## config.mk

```make
export PLATFORM = sky130hd
export DESIGN_NAME = nand_strobe_ctrl
export DESIGN_NICKNAME = d
export VERILOG_FILES = /design/src/rtl/nand_strobe_pkg.sv /design/src/rtl/nand_cfg_reg.sv /design/src/rtl/nand_rb_sync.sv /design/src/rtl/nand_phase_seq.sv /design/src/rtl/nand_pin_drive.sv /design/src/rtl/nand_strobe_ctrl.sv
export SDC_FILE = /design/constraint.sdc
export NUM_CORES = 1
export LEC_CHECK = 0
export BUFFER_PORTS_ARGS = -buffer_cell sky130_fd_sc_hd__buf_4
export CAP_MARGIN = 20
export CELL_PAD_IN_SITES_DETAIL_PLACEMENT = 1
export CELL_PAD_IN_SITES_GLOBAL_PLACEMENT = 1
export CORE_MARGIN = 8
export CORE_UTILIZATION = 35
export CTS_CLUSTER_SIZE = 28
export DETAILED_ROUTE_END_ITERATION = 6
export PLACE_DENSITY = 0.77
export SLEW_MARGIN = 20
export SYNTH_ARGS = -nofsm -noshare
export SYNTH_HDL_FRONTEND = slang
export SYNTH_HIERARCHICAL = 1
export SYNTH_SLANG_ARGS = --single-unit
```

## constraint.sdc

```tcl
create_clock -name clk -period 3.3 [get_ports clk]
set_clock_uncertainty 0.05 [all_clocks]
set_input_delay 0.33 -clock clk [delete_from_list [all_inputs] [get_ports clk]]
set_output_delay 0.33 -clock clk [all_outputs]
set_load 0.03 [all_outputs]
```

## src/rtl/nand_strobe_pkg.sv

```systemverilog
package nand_strobe_pkg;

  localparam int CFG_W  = 32;
  localparam int SU_W   = 4;
  localparam int ST_W   = 6;
  localparam int HD_W   = 3;
  localparam int TA_W   = 2;
  localparam int CNT_W  = ST_W;

  // field positions of the packed configuration word
  localparam int WSU_LSB = 26;
  localparam int WST_LSB = 20;
  localparam int WHD_LSB = 17;
  localparam int RSU_LSB = 13;
  localparam int RST_LSB = 7;
  localparam int RHD_LSB = 4;
  localparam int TA_LSB  = 2;

  localparam logic [CFG_W-1:0] CFG_RESET = 32'h0432_229C;

  typedef enum logic [2:0] {
    PH_IDLE   = 3'd0,
    PH_SETUP  = 3'd1,
    PH_STROBE = 3'd2,
    PH_HOLD   = 3'd3,
    PH_TURN   = 3'd4
  } phase_e;

  typedef enum logic [1:0] {
    KIND_DATA = 2'd0,
    KIND_CMD  = 2'd1,
    KIND_ADDR = 2'd2,
    KIND_ALT  = 2'd3
  } kind_e;

  typedef struct packed {
    logic [SU_W-1:0] setup;
    logic [ST_W-1:0] strobe;
    logic [HD_W-1:0] hold;
  } dir_timing_t;

endpackage

```

## src/rtl/nand_cfg_reg.sv

```systemverilog
module nand_cfg_reg
  import nand_strobe_pkg::*;
(
  input  logic             clk,
  input  logic             rst_n,
  input  logic             we,
  input  logic [CFG_W-1:0] wdata,
  output logic [CFG_W-1:0] rdata,
  output dir_timing_t      wr_t,
  output dir_timing_t      rd_t,
  output logic [TA_W-1:0]  turn
);

  logic [CFG_W-1:0] cfg_q;
  logic [CFG_W-1:0] cfg_d;

  always_comb begin
    cfg_d = cfg_q;
    if (we) cfg_d = wdata;
  end

  always_ff @(posedge clk or negedge rst_n) begin
    if (!rst_n) cfg_q <= CFG_RESET;
    else        cfg_q <= cfg_d;
  end

  always_comb begin
    rdata     = cfg_q;
    wr_t.setup  = cfg_q[WSU_LSB +: SU_W];
    wr_t.strobe = cfg_q[WST_LSB +: ST_W];
    wr_t.hold   = cfg_q[WHD_LSB +: HD_W];
    rd_t.setup  = cfg_q[RSU_LSB +: SU_W];
    rd_t.strobe = cfg_q[RST_LSB +: ST_W];
    rd_t.hold   = cfg_q[RHD_LSB +: HD_W];
    turn        = cfg_q[TA_LSB +: TA_W];
  end

  // a written word is returned whole, reserved bits included
  a_r2_readback: assert property (@(posedge clk) disable iff (!rst_n)
    we |=> (rdata == $past(wdata)));

endmodule

```

## src/rtl/nand_rb_sync.sv

```systemverilog
module nand_rb_sync #(
  parameter int STAGES = 2
) (
  input  logic clk,
  input  logic rst_n,
  input  logic async_in,
  output logic sync_out
);

  logic [STAGES-1:0] sh_q;
  logic [STAGES-1:0] sh_d;

  always_comb begin
    sh_d = {sh_q[STAGES-2:0], async_in};
  end

  always_ff @(posedge clk or negedge rst_n) begin
    if (!rst_n) sh_q <= '0;
    else        sh_q <= sh_d;
  end

  assign sync_out = sh_q[STAGES-1];

endmodule

```

## src/rtl/nand_phase_seq.sv

```systemverilog
module nand_phase_seq
  import nand_strobe_pkg::*;
#(
  parameter int DATA_W = 8
) (
  input  logic              clk,
  input  logic              rst_n,
  input  logic              req_valid,
  input  logic              req_write,
  input  logic [1:0]        req_kind,
  input  logic [DATA_W-1:0] req_wdata,
  input  dir_timing_t       wr_t,
  input  dir_timing_t       rd_t,
  input  logic [TA_W-1:0]   turn,
  input  logic [DATA_W-1:0] dq_in,
  output phase_e            phase,
  output logic              busy,
  output logic              op_write,
  output logic [1:0]        op_kind,
  output logic [DATA_W-1:0] op_data,
  output logic [DATA_W-1:0] rd_data,
  output logic              rd_valid
);

  phase_e            phase_q, phase_d;
  logic [CNT_W-1:0]  cnt_q, cnt_d;
  dir_timing_t       tim_q;
  logic [TA_W-1:0]   turn_q;
  logic              wr_q;
  logic [1:0]        kind_q;
  logic [DATA_W-1:0] data_q;
  logic [DATA_W-1:0] rdat_q;
  logic              rvld_q;
  logic              load;
  logic              cap;
  logic              cnt_zero;

  assign cnt_zero = (cnt_q == '0);

  // next-state: each phase is loaded with its field and counts down to zero
  always_comb begin
    phase_d = phase_q;
    cnt_d   = cnt_q;
    load    = 1'b0;
    cap     = 1'b0;
    unique case (phase_q)
      PH_IDLE: begin
        if (req_valid) begin
          phase_d = PH_SETUP;
          load    = 1'b1;
          cnt_d   = req_write ? CNT_W'(wr_t.setup) : CNT_W'(rd_t.setup);
        end
      end
      PH_SETUP: begin
        if (cnt_zero) begin
          phase_d = PH_STROBE;
          cnt_d   = CNT_W'(tim_q.strobe);
        end else begin
          cnt_d = cnt_q - 1'b1;
        end
      end
      PH_STROBE: begin
        if (cnt_zero) begin
          phase_d = PH_HOLD;
          cnt_d   = CNT_W'(tim_q.hold);
          cap     = !wr_q;
        end else begin
          cnt_d = cnt_q - 1'b1;
        end
      end
      PH_HOLD: begin
        if (cnt_zero) begin
          phase_d = PH_TURN;
          cnt_d   = CNT_W'(turn_q);
        end else begin
          cnt_d = cnt_q - 1'b1;
        end
      end
      PH_TURN: begin
        if (cnt_zero) begin
          phase_d = PH_IDLE;
          cnt_d   = '0;
        end else begin
          cnt_d = cnt_q - 1'b1;
        end
      end
      default: begin
        phase_d = PH_IDLE;
        cnt_d   = '0;
      end
    endcase
  end

  always_ff @(posedge clk or negedge rst_n) begin
    if (!rst_n) begin
      phase_q <= PH_IDLE;
      cnt_q   <= '0;
      rvld_q  <= 1'b0;
    end else begin
      phase_q <= phase_d;
      cnt_q   <= cnt_d;
      rvld_q  <= cap;
    end
  end

  always_ff @(posedge clk or negedge rst_n) begin
    if (!rst_n) begin
      tim_q  <= '0;
      turn_q <= '0;
      wr_q   <= 1'b0;
      kind_q <= KIND_DATA;
      data_q <= '0;
    end else if (load) begin
      tim_q  <= req_write ? wr_t : rd_t;
      turn_q <= turn;
      wr_q   <= req_write;
      kind_q <= req_kind;
      data_q <= req_wdata;
    end
  end

  always_ff @(posedge clk or negedge rst_n) begin
    if (!rst_n)   rdat_q <= '0;
    else if (cap) rdat_q <= dq_in;
  end

  assign phase    = phase_q;
  assign busy     = (phase_q != PH_IDLE);
  assign op_write = wr_q;
  assign op_kind  = kind_q;
  assign op_data  = data_q;
  assign rd_data  = rdat_q;
  assign rd_valid = rvld_q;

  // a transfer always begins with the setup phase
  a_r8_start_setup: assert property (@(posedge clk) disable iff (!rst_n)
    $rose(busy) |-> (phase_q == PH_SETUP));

  // requests seen while busy leave the latched transfer untouched
  a_r8_ignore_busy: assert property (@(posedge clk) disable iff (!rst_n)
    (busy && req_valid) |=> ($stable(op_data) && $stable(op_kind) && $stable(op_write)));

  // a capture pulse only follows the final strobe cycle of a read
  a_r6_capture_slot: assert property (@(posedge clk) disable iff (!rst_n)
    rd_valid |-> ((phase_q == PH_HOLD) && !wr_q && $past(phase_q == PH_STROBE)));

  // turnaround is always followed by idle or more turnaround
  a_r7_turn_exit: assert property (@(posedge clk) disable iff (!rst_n)
    (phase_q == PH_TURN) |=> (phase_q inside {PH_TURN, PH_IDLE}));

endmodule

```

## src/rtl/nand_pin_drive.sv

```systemverilog
module nand_pin_drive
  import nand_strobe_pkg::*;
#(
  parameter int DATA_W = 8
) (
  input  logic              clk,
  input  logic              rst_n,
  input  phase_e            phase,
  input  logic              op_write,
  input  logic [1:0]        op_kind,
  input  logic [DATA_W-1:0] op_data,
  output logic              ce_n,
  output logic              cle,
  output logic              ale,
  output logic              we_n,
  output logic              re_n,
  output logic [DATA_W-1:0] dq_out,
  output logic              dq_oe
);

  logic active;
  logic strobing;

  always_comb begin
    active   = (phase == PH_SETUP) || (phase == PH_STROBE) || (phase == PH_HOLD);
    strobing = (phase == PH_STROBE);
    ce_n     = !active;
    cle      = active && (op_kind == KIND_CMD);
    ale      = active && (op_kind == KIND_ADDR);
    we_n     = !(strobing && op_write);
    re_n     = !(strobing && !op_write);
    dq_oe    = active && op_write;
    dq_out   = op_data;
  end

  // never both latch enables at once
  a_r4_latch_exclusive: assert property (@(posedge clk) disable iff (!rst_n)
    !(cle && ale));

  // at most one strobe low, and only under chip enable
  a_r5_single_strobe: assert property (@(posedge clk) disable iff (!rst_n)
    (!we_n || !re_n) |-> (!ce_n && (we_n != re_n)));

  // driven write data does not change during the transfer
  a_r5_data_steady: assert property (@(posedge clk) disable iff (!rst_n)
    (dq_oe && $past(dq_oe)) |-> $stable(dq_out));

endmodule

```

## src/rtl/nand_strobe_ctrl.sv

```systemverilog
module nand_strobe_ctrl
  import nand_strobe_pkg::*;
#(
  parameter int DATA_W   = 8,
  parameter int RB_SYNC  = 2,
  parameter int STAT_W   = 8
) (
  input  logic              clk,
  input  logic              rst_n,
  input  logic              cfg_we,
  input  logic [CFG_W-1:0]  cfg_wdata,
  output logic [CFG_W-1:0]  cfg_rdata,
  input  logic              req_valid,
  input  logic              req_write,
  input  logic [1:0]        req_kind,
  input  logic [DATA_W-1:0] req_wdata,
  output logic              busy,
  output logic [DATA_W-1:0] rd_data,
  output logic              rd_valid,
  output logic [STAT_W-1:0] status,
  output logic              nand_ce_n,
  output logic              nand_cle,
  output logic              nand_ale,
  output logic              nand_we_n,
  output logic              nand_re_n,
  output logic [DATA_W-1:0] nand_dq_out,
  output logic              nand_dq_oe,
  input  logic [DATA_W-1:0] nand_dq_in,
  input  logic              nand_rb_n
);

  // reset: asserted asynchronously, released on a clock edge
  logic [1:0] rst_sh_q;
  logic       rst_int_n;

  always_ff @(posedge clk or negedge rst_n) begin
    if (!rst_n) rst_sh_q <= 2'b00;
    else        rst_sh_q <= {rst_sh_q[0], 1'b1};
  end
  assign rst_int_n = rst_sh_q[1];

  dir_timing_t       wr_t, rd_t;
  logic [TA_W-1:0]   turn;
  phase_e            phase;
  logic              op_write;
  logic [1:0]        op_kind;
  logic [DATA_W-1:0] op_data;
  logic              rb_sync;

  nand_cfg_reg u_cfg (
    .clk   (clk),
    .rst_n (rst_int_n),
    .we    (cfg_we),
    .wdata (cfg_wdata),
    .rdata (cfg_rdata),
    .wr_t  (wr_t),
    .rd_t  (rd_t),
    .turn  (turn)
  );

  nand_phase_seq #(.DATA_W(DATA_W)) u_seq (
    .clk       (clk),
    .rst_n     (rst_int_n),
    .req_valid (req_valid),
    .req_write (req_write),
    .req_kind  (req_kind),
    .req_wdata (req_wdata),
    .wr_t      (wr_t),
    .rd_t      (rd_t),
    .turn      (turn),
    .dq_in     (nand_dq_in),
    .phase     (phase),
    .busy      (busy),
    .op_write  (op_write),
    .op_kind   (op_kind),
    .op_data   (op_data),
    .rd_data   (rd_data),
    .rd_valid  (rd_valid)
  );

  nand_pin_drive #(.DATA_W(DATA_W)) u_pins (
    .clk      (clk),
    .rst_n    (rst_int_n),
    .phase    (phase),
    .op_write (op_write),
    .op_kind  (op_kind),
    .op_data  (op_data),
    .ce_n     (nand_ce_n),
    .cle      (nand_cle),
    .ale      (nand_ale),
    .we_n     (nand_we_n),
    .re_n     (nand_re_n),
    .dq_out   (nand_dq_out),
    .dq_oe    (nand_dq_oe)
  );

  nand_rb_sync #(.STAGES(RB_SYNC)) u_rb (
    .clk      (clk),
    .rst_n    (rst_int_n),
    .async_in (nand_rb_n),
    .sync_out (rb_sync)
  );

  assign status = {{(STAT_W-1){1'b0}}, rb_sync};

  // the upper status bits carry nothing
  a_r9_status_upper: assert property (@(posedge clk) disable iff (!rst_int_n)
    (status[STAT_W-1:1] == '0));

endmodule

```

==> run metrics <==
run status=complete, no violations; Total Routed Length=9210 um; category of the worst setup path capture point=flop; TritonCTS Buffers=9; worst reg2reg path depth=6; starting density of the core=36.0%; routed wl met2=4490 um; worst hold path stage count=1; minimum period implied by the final worst setup slack=roughly 2.5 ns; post-route antenna net violation count=0; Metal-1 WL=4020 um; overflow left after global routing=0; later-pin clock latency in the skew report=0.34 ns; antenna diode count=0; sequential-to-total area share from yosys stat=about half; Max Clk Rate=405 MHz; most frequent cells in the layout=115 x buf_4, 65 x dfrtp_1, 30 x mux2_4, 27 x mux2_2, 19 x nor2_1; Iter 0 DRT Violations=53; arrival time at the worst endpoint=2.65 ns; total setup buffers inserted after CTS=0; Power Dens Cells=778 nW/um^2; RSZ-0062 raised after global routing=false; Final Max Slew Viols=0; reported max-cap violation count=0; worst hold path endpoint=u_rb/sh_q[0]$_DFF_PN0_; startpoint type of the worst setup path=flop; Async S/R FF share, synth=100%; clock tree from TritonCTS=done; DP HPWL=6790 um; worst rel slew slack=36.4%; highest-delay cell along the critical path=nor4b_4; flip-flop and latch count after synthesis=76; setup_tns=0 ns; met3 wire length=598 um; total of endpoints with negative setup slack in the final report=0; main flop type after synthesis=dfrtp_1; clock tree root buffer cell=clkbuf_8; overall fraction of global-route tracks in use=about an eighth; Clock H-tree levels=3; Routed WL per cell=17.5 um; number of synthesized flops with an enable pin=0; Crit Path Category=flop to flop; maximum clock insertion buffer count=2; fraction of final layout cells sized beyond drive strength 1=53.6%; cell row count=38; netlist area before placement=3900 um^2; drt pass-1 iters=4; most common library cell in the layout ignoring fill and taps=buf_4; Crit Path Max Fanout=9; Port Buf Inserts=roughly 110; P&R area growth vs syn=21.6%; CP peak stage delay=approximately 0.56 ns; Most common cell on crit path=nor4b_4; fin nets=about 440; die area=14800 um^2; ordered cell list for the critical path=inv_1 -> ha_1 -> nor4b_4 -> nand2_4 -> nor4b_4 -> mux2_2; required arrival time at the worst endpoint=3.48 ns; last weighted congestion value of the routability-driven placer=0.868; leakage power summed over all cells=2.26 nW; Die Width=122 um; post-cts repair resize count=0; average via count per standard cell=4.80; Crit. Startpoint=u_seq/cnt_q[0]$_DFFE_PN0P_; # IOs=120; pin count of the biggest net entering global routing=75; Peak VDD IR=0.289 mV; number of distinct library cells after synthesis=48; total via count after detailed routing=2526; number of hold violations in the final report=0; Worst Slack Setup Final=0.832 ns; transition time at the pin with the least slew margin=0.953 ns; hold_sp=nand_rb_n; Post-Place Setup Slack=about 0.85 ns; worst reg-to-reg setup slack=0.83 ns; vias in the first global route=about 2900; hold bufs inserted after CTS=1; clock-pin transition on the worst setup and hold timing paths=0.08 ns; CTS Sinks=76; yosys warns=6; endpoint of the lowest-slack register-to-register path=u_seq/rd_data[6]$_DFFE_PN0P_; number of antenna violations at the first check in global routing=0; instance count of the mapped netlist=307; highest metal used=met4; mean cell area of the mapped netlist=12.7 um^2; CORE AREA=between 10000 and 15000 um^2; post-route fraction of the period consumed by the critical path=74.8%; DIE HEIGHT=122 um; Post-route DRC=0; Hold/Removal Path Class=input pin to flop; Crit Reg-Reg Startpoint=u_seq/cnt_q[0]$_DFFE_PN0P_; wire length of the first global-routing pass=about 15000 um
==> how the worst max path moves through the flow <==
stage / end / slack [ns] / cells past startpoint
3_5_place_dp: u_seq/rd_data[1]$_DFFE_PN0P_ / 0.85 / 6
3_3_place_gp: u_seq/rd_data[4]$_DFFE_PN0P_ / 0.93 / 6
2_1_floorplan: u_cfg/rdata[0]$_DFFE_PN0P_ / 0.99 / 0
5_1_grt: u_seq/rd_data[6]$_DFFE_PN0P_ / 0.69 / 6
6_report: u_seq/rd_data[6]$_DFFE_PN0P_ / 0.83 / 6
4_1_cts: u_seq/rd_data[6]$_DFFE_PN0P_ / 0.81 / 6
==> cells by family after synthesis <==
logic type                 share of synthesized area [%]
AOI/OAI and AO/OA                                   6.67
xor gates and xnor gates                           0.224
adders and majority gates                          0.641
buffers and inverters                               12.3
DFF                                                 49.1
muxes                                               22.9
other                                              0.192
and+or+nand+nor                                     7.95
==> power by group <==
group	leakage [nW]	switching (mW)	total (mW)	internal (mW)
clock	0.102	0.341	0.753	0.412
sequential	0.894	0.228	1.45	1.22
combinational	1.26	0.817	1.49	0.677
total	2.26	1.39	3.69	2.31
==> Yosys cell counts, types with 3 or more instances <==
library cell	count	area share, %
buf_4	44	8.5
nor2_1	19	1.8
o21ai_0	4	0.51
nor3_1	3	0.38
mux2_4	30	12
a21oi_1	13	1.7
dfrtp_1	66	42
buf_12	3	1.5
mux2i_1	14	3.6
nand3_1	6	0.77
inv_1	10	0.96
clkbuf_1	8	0.77
dfstp_2	10	6.7
mux2_2	27	7.8
==> state kept, by name, indices dropped and copies added, names as in the netlist <==
name and flops:
u_seq/tim_q 9, u_seq/rd_valid 1, u_seq/op_write 1, u_seq/phase 3, u_seq/rd_data 8, u_seq/cnt_q 6, u_rb/sh_q 2, u_seq/turn_q 2
rst_sh_q 2, u_cfg/rdata 32, u_seq/op_data 8, u_seq/op_kind 2
==> through the flow <==
step / area (um^2) / power, mW / hold WS (ns) / utilization, % / instances
3_5_place_dp: 4520 / 2.98 / 0.0681 / 41.7 / 509
4_1_cts: 4750 / 3.75 / 0.0232 / 43.8 / 526
3_3_place_gp: 4520 / 2.94 / 0.0625 / 41.7 / 509
2_1_floorplan: 3930 / 2.56 / -0.0156 / - / 313
6_report: 4750 / 3.69 / 0.0472 / 43.8 / 526
5_1_grt: 4750 / 3.94 / 0.0180 / 43.8 / 526
==> per-layer routing <==
layer,GRT usage (%),vias up
met4,4.01,0
met1,15.9,1276
li1,-,1162
met3,4.21,8
met5,0,-
met2,21.2,80
==> worst max-delay path, delay by kind of cell (launching register included) <==
kind | cells | cell delay [ns]
buffers and inverters | 1 | 0.09
and+or+nand+nor | 3 | 1.17
adders and majority gates | 1 | 0.21
muxes | 1 | 0.41
DFF | 1 | 0.42
==> cell type report <==
cell class	instances	area, um^2
Clock inverter	3	45.0
Multi-Input combinational cell	168	1530
Sequential cell	76	1920
Tap cell	140	175
Inverter	10	37.5
Timing Repair Buffer	116	873
Clock buffer	13	169
Fill cell	1173	6090
Power figures use the tool's default switching activity.
